--- config.mk ---
export PLATFORM = sky130hd
export DESIGN_NAME = seg7_mux_driver
export DESIGN_NICKNAME = d
export VERILOG_FILES = /design/src/rtl/seg7_mux_pkg.sv /design/src/rtl/seg7_digit_split.sv /design/src/rtl/seg7_scan.sv /design/src/rtl/seg7_encode.sv /design/src/rtl/seg7_mux_driver.sv
export SDC_FILE = /design/constraint.sdc
export NUM_CORES = 1
export LEC_CHECK = 0
export BUFFER_PORTS_ARGS = -buffer_cell sky130_fd_sc_hd__buf_2
export CORE_MARGIN = 3
export CORE_UTILIZATION = 59
export CTS_CLUSTER_SIZE = 12
export DETAILED_ROUTE_END_ITERATION = 12
export GPL_TIMING_DRIVEN = 0
export PLACE_DENSITY_LB_ADDON = 0.2
export SYNTH_ARGS = -nofsm -noshare
export SYNTH_HDL_FRONTEND = slang
export SYNTH_SLANG_ARGS = --single-unit
--- constraint.sdc ---
create_clock -name clk_i -period 9.8 [get_ports clk_i]
set_input_delay 1.47 -clock clk_i [delete_from_list [all_inputs] [get_ports clk_i]]
set_output_delay 1.47 -clock clk_i [all_outputs]
set_load 0.1 [all_outputs]
--- src/rtl/seg7_mux_pkg.sv ---
package seg7_mux_pkg;
  localparam int SEG_W   = 7;
  localparam int DIGIT_W = 4;

  // lit pattern, bit0 = a ... bit6 = g, active high
  function automatic logic [SEG_W-1:0] seg_shape(input logic [DIGIT_W-1:0] d);
    logic [SEG_W-1:0] s;
    case (d)
      4'd0: s = 7'h3F;
      4'd1: s = 7'h06;
      4'd2: s = 7'h5B;
      4'd3: s = 7'h4F;
      4'd4: s = 7'h66;
      4'd5: s = 7'h6D;
      4'd6: s = 7'h7D;
      4'd7: s = 7'h07;
      4'd8: s = 7'h7F;
      4'd9: s = 7'h6F;
      default: s = '0;
    endcase
    return s;
  endfunction
endpackage

--- src/rtl/seg7_digit_split.sv ---
module seg7_digit_split
  import seg7_mux_pkg::*;
#(
  parameter int VAL_W = 7
) (
  input  logic [VAL_W-1:0]   val_i,
  output logic [DIGIT_W-1:0] tens_o,
  output logic [DIGIT_W-1:0] units_o
);
  localparam int TENS_MAX = 9;
  logic [VAL_W-1:0] tens_full;
  logic [VAL_W-1:0] units_full;

  always_comb begin
    tens_full  = val_i / VAL_W'(10);
    units_full = val_i % VAL_W'(10);
    // out-of-range tens saturates to a code the encoder blanks
    tens_o  = (tens_full > VAL_W'(TENS_MAX)) ? '1 : tens_full[DIGIT_W-1:0];
    units_o = units_full[DIGIT_W-1:0];
  end
endmodule

--- src/rtl/seg7_scan.sv ---
module seg7_scan #(
  parameter int NUM_DIGITS = 4,
  localparam int IDX_W = (NUM_DIGITS > 1) ? $clog2(NUM_DIGITS) : 1
) (
  input  logic                  clk_i,
  input  logic                  rst_ni,
  output logic [IDX_W-1:0]      idx_o,
  output logic [NUM_DIGITS-1:0] sel_o
);
  logic [IDX_W-1:0] idx_q;

  always_ff @(posedge clk_i or negedge rst_ni) begin
    if (!rst_ni)                                idx_q <= '0;
    else if (idx_q == IDX_W'(NUM_DIGITS - 1))   idx_q <= '0;
    else                                        idx_q <= idx_q + 1'b1;
  end

  always_comb begin
    sel_o = '0;
    sel_o[idx_q] = 1'b1;
  end
  assign idx_o = idx_q;

  AST_SEL_ONEHOT: assert property (@(posedge clk_i) disable iff (!rst_ni)
    $onehot(sel_o));
  AST_SEL_ROTATE: assert property (@(posedge clk_i) disable iff (!rst_ni)
    1'b1 |=> sel_o == {$past(sel_o[NUM_DIGITS-2:0]), $past(sel_o[NUM_DIGITS-1])});
endmodule

--- src/rtl/seg7_encode.sv ---
module seg7_encode
  import seg7_mux_pkg::*;
(
  input  logic [DIGIT_W-1:0] digit_i,
  output logic [SEG_W-1:0]   seg_no
);
  always_comb begin
    if (digit_i > DIGIT_W'(9)) seg_no = '1;
    else                       seg_no = ~seg_shape(digit_i);
  end
endmodule

--- src/rtl/seg7_mux_driver.sv ---
module seg7_mux_driver
  import seg7_mux_pkg::*;
#(
  parameter int NUM_DIGITS = 4,
  parameter int VAL_W      = 7
) (
  input  logic                  clk_i,
  input  logic                  rst_ni,
  input  logic [VAL_W-1:0]      val_hi_i,
  input  logic [VAL_W-1:0]      val_lo_i,
  output logic [SEG_W-1:0]      seg_no,
  output logic [NUM_DIGITS-1:0] sel_o
);
  localparam int NUM_VALS = NUM_DIGITS / 2;
  localparam int IDX_W    = (NUM_DIGITS > 1) ? $clog2(NUM_DIGITS) : 1;

  logic [DIGIT_W-1:0] digits [NUM_DIGITS];
  logic [IDX_W-1:0]   idx;
  logic [DIGIT_W-1:0] cur_digit;

  for (genvar p = 0; p < NUM_VALS; p++) begin : g_val
    logic [VAL_W-1:0] val;
    assign val = (p == 0) ? val_hi_i : val_lo_i;
    seg7_digit_split #(.VAL_W(VAL_W)) u_split (
      .val_i  (val),
      .tens_o (digits[2*p]),
      .units_o(digits[2*p+1])
    );
  end

  if (NUM_VALS < 2) begin : g_no_lo
    logic unused_lo;
    assign unused_lo = ^val_lo_i;
  end

  seg7_scan #(.NUM_DIGITS(NUM_DIGITS)) u_scan (
    .clk_i (clk_i),
    .rst_ni(rst_ni),
    .idx_o (idx),
    .sel_o (sel_o)
  );

  assign cur_digit = digits[idx];

  seg7_encode u_enc (
    .digit_i(cur_digit),
    .seg_no (seg_no)
  );

  AST_BLANK_HIGH_CODE: assert property (@(posedge clk_i) disable iff (!rst_ni)
    (cur_digit > DIGIT_W'(9)) |-> (seg_no == '1));
  AST_VALID_CODE_LIT: assert property (@(posedge clk_i) disable iff (!rst_ni)
    (cur_digit <= DIGIT_W'(9)) |-> (seg_no != '1));
endmodule

==> results.md, run 1 <==
| Item | This run |
| --- | --- |
| Share of synthesized cell area in and, or, nand and nor gates | 30.6% |
| Number of cells traversed by the worst register-to-register path | 3 |
| Final min period | 7490 ps |
| Pin count of the biggest net entering global routing | 11 |
| Wire length of the first global-routing pass | 7490 µm |
| Count of TritonRoute iterations in the first routing pass | 7 |
| Cell type with the largest total area after synthesis | ha_1 |
| PostCTS Resize Cnt | 0 |
| Accumulated negative setup slack | 0 ps |
| GRT overflow | 0 |
| Dpl ws | 2350 ps |
| RSZ-0062 raised after global routing | no |
| EDFF count, synth | 0 |
| Via count of the first global-routing pass | 1,674 |
| Final antenna diode count | 0 |
| CTS Hold Buffers Added | 0 |
| Mapped cell area | 1640 µm² |
| Number of remaining DRC errors | 0 |
| Fraction of layout cells with a size suffix above 1 | 21.3% |
| CP Data Arrival Time | 6020 ps |
| Die area | 3450 µm² |
| Height of the chip | 58.7 µm |
| Max Transition Viols Final | 0 |
| Main combinational cell family by area after synthesis | compound AO/OA/AOI/OAI gates |
| Power per cell area | 107 nW/µm² |
| Most numerous cell in the Yosys netlist | nor2_1 |
| Cell variety after synth | 72 |
| Clock Root Buffer | clkbuf_4 |
| Final-report setup violation count | 0 |
| Area growth from synthesis to layout | 11.3% |
| Max cap viols | 0 |
| Seq/Total Area, Yosys | 3.05% |
| Post-CTS clock slew at the launch and capture registers of the worst setup and hold paths | 30 ps |
| Number of instances in the synthesized netlist | 240 |
| Sinks on the clock net | 2 |
| Compound-cell area share of the yosys netlist | 39.8% |
| Syn avg cell area | 6.84 µm² |
| Fraction of registers with async set/reset | 100% |
| Critical path endpoint category | output port |
| Predominant post-synthesis flop cell | dfrtp_1 |
| GPL Wtd Cong | 0.919 |
| Flip-flop count of the largest register, all copies and words added | 2 |
| Count of buffers inserted at the top-level ports | 25 |
| Maximum clock frequency | 0.133 GHz |
| Crit path required time | 8330 ps |
| Number of nets at the end of the flow | 296 |
| Max Root-Sink Buffers | 2 |
| Power Total | 0.196 mW |
| Number of warning messages in the yosys log | 0 |
| Via density per instance | 6.70 |
| Number of setup buffers added after CTS | 0 |
| TritonCTS clock tree | done |
| Period Utilization, post-route | 76.5% |
| Initial core utilization | 63.9% |
| Synthesized-area fraction occupied by adder cells | 8.23% |
| Routed length per instance | 15.1 µm |
| Number of levels the H-tree was split into | 1 |
| Standard-cell rows | 18 |
| Total Routed Length | 4500 µm |
| Worst slew margin relative to its limit | 67.3% |
| Element type at the critical path start | primary input |
| Vias post-DR | 1,998 |
| Overall track demand over capacity in global routing | 26.4% |
| XOR/XNOR share of the synthesized area | 3.73% |
| TritonCTS Buffers | 3 |
| Antenna violations before repair | 0 |
| Count of routing violations after the opening detailed-route iteration | 225 |
| Proportion of netlist area held by the largest area contributor | 7.62% |
| Skew-Pair Late Insertion Delay | 220 ps |
| Setup CP Type | primary input to output port |
| Minimum setup slack in the final design | 2310 ps |
| Most instantiated cells after synthesis | 23 x nor2_1, 16 x o21ai_0, 13 x a21oi_1 |
| HPWL after detailed placement | 3360 µm |
| Synth Register Bits | 2 |
| Width of the chip | 58.7 µm |
| Multiplexer area fraction after synthesis | 3.73% |
| Nets in the synthesized netlist | 266 |
| Post-route clock skew | 3.56 ps |
| Number of I/O pins | 27 |
| Post-DRT Antenna Nets | 0 |
| Area contributors post-synth | ha_1 7.6%, nor2_1 5.3%, o21ai_0 4.9% |
| Hold/Removal Path Class | register to register |
| Number of hold violations in the final report | 0 |
| Worst-case vdd ir drop | 0.000133 V |
| Outcome | completed |
| Critical path fanouts, max | 10 |
| Placeable core area | 2570 µm² |
| Pleak | 0.762 nW |
| Instance count along the most critical hold path | 2 |
| Worst Tran Pin Value | 494 ps |
==> cell families after synthesis <==
group	after synthesis
multiplexers	6
flip-flops	2
AO/OA/AOI/OAI	89
AND/OR/NAND/NOR	85
XOR/XNOR	7
buffers and inverters	40
adder cells (fa/ha/maj)	11
==> critical path: stages <==
cell and delay [ps]:
buf_2 90, buf_4 150, clkbuf_1 330, nor3b_1 100
a221o_1 340, a211oi_1 300, ha_1 210, buf_4 150
inv_1 110, o2111ai_1 190, o311ai_1 170, or3_4 430
o32ai_1 350, or2_1 230, inv_1 100, ha_1 210
or3_1 370, a21bo_2 210, nand4_1 90, buf_2 430
==> per-layer routing <==
layer,vias up,share of wire (%),track usage (%)
li1,968,-,-
met4,0,1.0,5.50
met5,-,0,0
met1,904,46,40.2
met2,118,43,41.3
met3,8,10,0.219
==> report_power, final <==
part           total [mW]  internal, mW  switching, mW
combinational       0.170        0.0473          0.122
clock              0.0183        0.0135        0.00475
sequential        0.00832       0.00832              0
==> metrics by stage <==
step           instance area [µm²]  instances  hold WS, ps  util, %
6_report                      1830        298          642     71.2
3_3_place_gp                  1800        295          630     70.3
3_5_place_dp                  1800        295          640     70.3
2_1_floorplan                 1640        240          694        -
5_1_grt                       1830        298          677     71.2
4_1_cts                       1830        298          644     71.2
==> worst paths after layout <==
kind,start,to,slack [ps]
max in group asynchronous,rst_ni,u_scan.idx_o[1],8680
min in group asynchronous,rst_ni,u_scan.idx_o[0],1020
hold / removal,u_scan.idx_o[0],u_scan.idx_o[0],640
hold reg to reg,u_scan.idx_o[0],u_scan.idx_o[0],640
setup reg to reg,u_scan.idx_o[1],u_scan.idx_o[1],8340
setup / recovery,val_lo_i[6],seg_no[3],2310
==> cells in the final DEF, fill, tap and decap left out, types with 3 or more instances in the layout <==
cell type	n
buf_2	35
nor2_1	23
o21ai_0	16
a21oi_1	13
inv_1	12
clkbuf_1	10
ha_1	10
a211oi_1	9
nand2_1	9
nor2b_1	9
nand2b_1	8
xnor2_1	5
mux2i_1	5
buf_4	4
a31oi_1	4
a311oi_1	3
a2bb2oi_1	3
nand3b_1	3
o311ai_0	3
nor4_1	3
nand3_1	3
nor3b_1	3
clkbuf_4	3
==> layout make-up <==
type,instances,area (µm²)
well taps,30,37.5
plain buffers,26,126
flip-flops and latches,2,50.0
inverters,14,52.6
repair buffers,25,125
multi-input cells,198,1410
clock buffers,3,22.5
fillers,234,741
Note: power is estimated with default switching activity, not from simulation.
==> run 2: changes to the inputs <==
--- a/config.mk
+++ b/config.mk
@@ -7,7 +7,7 @@
 export LEC_CHECK = 0
 export BUFFER_PORTS_ARGS = -buffer_cell sky130_fd_sc_hd__buf_2
 export CORE_MARGIN = 3
-export CORE_UTILIZATION = 59
+export CORE_UTILIZATION = 52
 export CTS_CLUSTER_SIZE = 12
 export DETAILED_ROUTE_END_ITERATION = 12
 export GPL_TIMING_DRIVEN = 0
==> constraint.sdc (replaced) <==
create_clock -name clk_i -period 6.7 [get_ports clk_i]
set_input_delay 1.005 -clock clk_i [delete_from_list [all_inputs] [get_ports clk_i]]
set_output_delay 1.005 -clock clk_i [all_outputs]
set_load 0.1 [all_outputs]
==> run 2 against run 1 <==
Against the previous run: total power up 47%; combinational power increased by 46%; register-to-register slack got worse by 3100 ps; via count shrank 6.1%; clock skew down 1.7 ps; clock power grew 45%.
==> results.md, run 2 (synthesis results as in run 1) <==
| Item | This run | Change |
| --- | --- | --- |
| Outcome | completed | unchanged |
| Total net switching power | 0.183 mW | was 0.127 mW |
| TritonCTS Buffers | 3 | unchanged |
| Routed length per instance | 13.4 µm | was 15.1 µm |
| Sinks on the clock net | 2 | unchanged |
| Reg power frac | 4.2% | about the same |
| Pin count of the biggest net entering global routing | 11 | unchanged |
| Switch share | 63.5% | was 64.7% |
| Final antenna diode count | 0 | unchanged |
| Standard-cell rows | 19 | was 18 |
| Max Root-Sink Buffers | 2 | unchanged |
| Terminus of the critical flop-to-flop path | u_scan.idx_o[1] | unchanged |
| Width of the chip | 62.2 µm | was 58.7 µm |
| Post-route clock skew | 1.88 ps | was 3.56 ps |
| Number of cells traversed by the worst register-to-register path | 3 | unchanged |
| Via density per instance | 6.05 | was 6.70 |
| Post-DRT Antenna Nets | 0 | unchanged |
| Worst slew margin relative to its limit | 67.8% | was 67.3% |
| Overall track demand over capacity in global routing | 21.3% | was 26.4% |
| Number of I/O pins | 27 | unchanged |
| RSZ-0062 raised after global routing | no | unchanged |
| Height of the chip | 62.2 µm | was 58.7 µm |
| Max Transition Viols Final | 0 | unchanged |
| Number of nets at the end of the flow | 296 | unchanged |
| Worst Tran Pin Value | 487 ps | was 494 ps |
| Count of TritonRoute iterations in the first routing pass | 4 | was 7 |
| Accumulated negative setup slack | 0 ps | unchanged |
| Critical path fanouts, max | 10 | unchanged |
| Core utilization of the finished layout | 64.6% | was 71.2% |
| Number of hold violations in the final report | 0 | unchanged |
| Worst-case vdd ir drop | 0.0000799 V | was 0.000133 V |
| TritonCTS clock tree | done | unchanged |
| Post-CTS clock slew at the launch and capture registers of the worst setup and hold paths | 30 ps | about the same |
| FF-to-FF Start | u_scan.idx_o[1] | unchanged |
| Power Internal | 0.105 mW | was 0.0692 mW |
| Total Routed Length | 4150 µm | was 4500 µm |
| Count of buffers inserted at the top-level ports | 25 | unchanged |
| Crit path required time | 5690 ps | was 8330 ps |
| GPL Wtd Cong | 0.931 | was 0.919 |
| Final min period | 6330 ps |  |
| Setup CP Type | primary input to output port | unchanged |
| CTS Hold Buffers Added | 0 | unchanged |
| Max cap viols | 0 | unchanged |
| Placeable core area | 2880 µm² | was 2570 µm² |
| Element type at the critical path start | primary input | unchanged |
| Power per cell area | 155 nW/µm² | was 107 nW/µm² |
| Antenna violations before repair | 0 | unchanged |
| Period Utilization, post-route | 94.5% |  |
| Pleak | 0.771 nW | was 0.762 nW |
| Clock Root Buffer | clkbuf_4 | unchanged |
| GRT overflow | 0 | unchanged |
| Clk pwr share | 9.2% | was 9.3% |
| Fraction of layout cells with a size suffix above 1 | 22.4% | was 21.3% |
| Area growth from synthesis to layout | 13.2% | was 11.3% |
| Via count of the first global-routing pass | 1,667 | was 1,674 |
| Cell Chain, Critical Path | buf_2 > buf_4 > clkbuf_2 > nor2b_1 > a221o_1 > a211oi_1 > ha_1 > buf_4 > inv_1 > o2111ai_1 > o311ai_1 > or3_4 > o32ai_1 > or2_1 > inv_1 > ha_1 > or3_1 > a21bo_2 > nand4_1 > clkbuf_4 | was buf_2 > buf_4 > clkbuf_1 > nor3b_1 > a221o_1 > a211oi_1 > ha_1 > buf_4 > inv_1 > o2111ai_1 > o311ai_1 > or3_4 > o32ai_1 > or2_1 > inv_1 > ha_1 > or3_1 > a21bo_2 > nand4_1 > buf_2 |
| Slack of the worst reg-to-reg path | 5280 ps | was 8340 ps |
| Number of levels the H-tree was split into | 1 | unchanged |
| Maximum clock frequency | 0.158 GHz |  |
| Count of routing violations after the opening detailed-route iteration | 88 | was 225 |
| CP Data Arrival Time | 5330 ps | was 6020 ps |
| Die area | 3870 µm² | was 3450 µm² |
| Cell with the biggest individual delay on the critical path | or3_4 | unchanged |
| Final-report setup violation count | 0 | unchanged |
| Critical path endpoint category | output port | unchanged |
| Commonest cells after routing, fill and taps aside | 32 x buf_2, 23 x nor2_1, 16 x o21ai_0, 13 x a21oi_1, 12 x inv_1 | was 35 x buf_2, 23 x nor2_1, 16 x o21ai_0, 13 x a21oi_1, 12 x inv_1 |
| Wire length of the first global-routing pass | 7170 µm | was 7490 µm |
| Skew-Pair Late Insertion Delay | 220 ps | about the same |
| Number of remaining DRC errors | 0 | unchanged |
| Hold/Removal Path Class | primary input to async pin | was register to register |
| Most common cell after layout, fill and taps aside | buf_2 | unchanged |
| Initial core utilization | 57.1% | was 63.9% |
| Flip-flop count of the largest register, all copies and words added | 2 | unchanged |
| Portion of total power attributed to combinational logic | 86.5% | was 86.4% |
| Critical path's largest stage delay | 430 ps | about the same |
| Vias post-DR | 1,876 | was 1,998 |
| HPWL after detailed placement | 3200 µm | was 3360 µm |
## run 2: cell types whose count changed in the layout (fill, tap and decap cells not counted), sizes merged
| cell | before | now |
|---|---|---|
| clkbuf | 14 | 16 |
| buf | 40 | 38 |
## run 2: routing by layer
layer	global-route usage, %	vias to the layer above	share of wire [%]
met5	0	-	0
met4	6.08	0	0.22
met3	2.16	2	6.1
met2	32.9	61	44
met1	31.0	848	50
li1	-	965	-
## run 2: power groups by stage
stage | registers (mW) | logic (mW) | clock network (mW)
2_1_floorplan | 0.0123 | 0.208 | 0
3_3_place_gp | 0.0123 | 0.244 | 0
3_5_place_dp | 0.0123 | 0.245 | 0
4_1_cts | 0.0122 | 0.246 | 0.0287
5_1_grt | 0.0122 | 0.267 | 0.0293
6_report | 0.0122 | 0.249 | 0.0266
## run 2: critical path: cells and delay by family
family | cells | cell delay (ps)
AO/OA/AOI/OAI | 6 | 1480
adder cells (fa/ha/maj) | 2 | 440
buffers and inverters | 7 | 1130
AND/OR/NAND/NOR | 5 | 1270
## run 2: layout make-up
class	count	area, µm²
Inverter	14	52.6
Fill cell	265	1020
Timing Repair Buffer	25	133
Sequential cell	2	50.0
Clock buffer	3	22.5
Multi-Input combinational cell	198	1420
Tap cell	42	52.6
Buffer	26	129
## run 2: how the worst max path moves through the flow
stage,startpoint,endpoint
6_report,val_lo_i[6],seg_no[3]
5_1_grt,val_lo_i[6],seg_no[4]
4_1_cts,val_lo_i[6],seg_no[3]
3_5_place_dp,val_lo_i[6],seg_no[3]
3_3_place_gp,val_lo_i[6],seg_no[3]
2_1_floorplan,val_lo_i[6],seg_no[6]
## run 2: timing repair
item | 4_1_cts | 5_1_grt
resized for setup | 0 | 8
buffers inserted | 0 | 0
setup endpoints to repair | 0 | 4
## run 2: metrics by stage
stage	hold slack, ps	area, µm²	instances	power [mW]	setup WS [ps]
6_report	558	1860	310	0.288	367
5_1_grt	547	1860	310	0.309	9.07
4_1_cts	548	1850	310	0.286	221
3_5_place_dp	640	1830	307	0.257	257
3_3_place_gp	626	1830	307	0.257	195
2_1_floorplan	694	1650	240	0.220	152
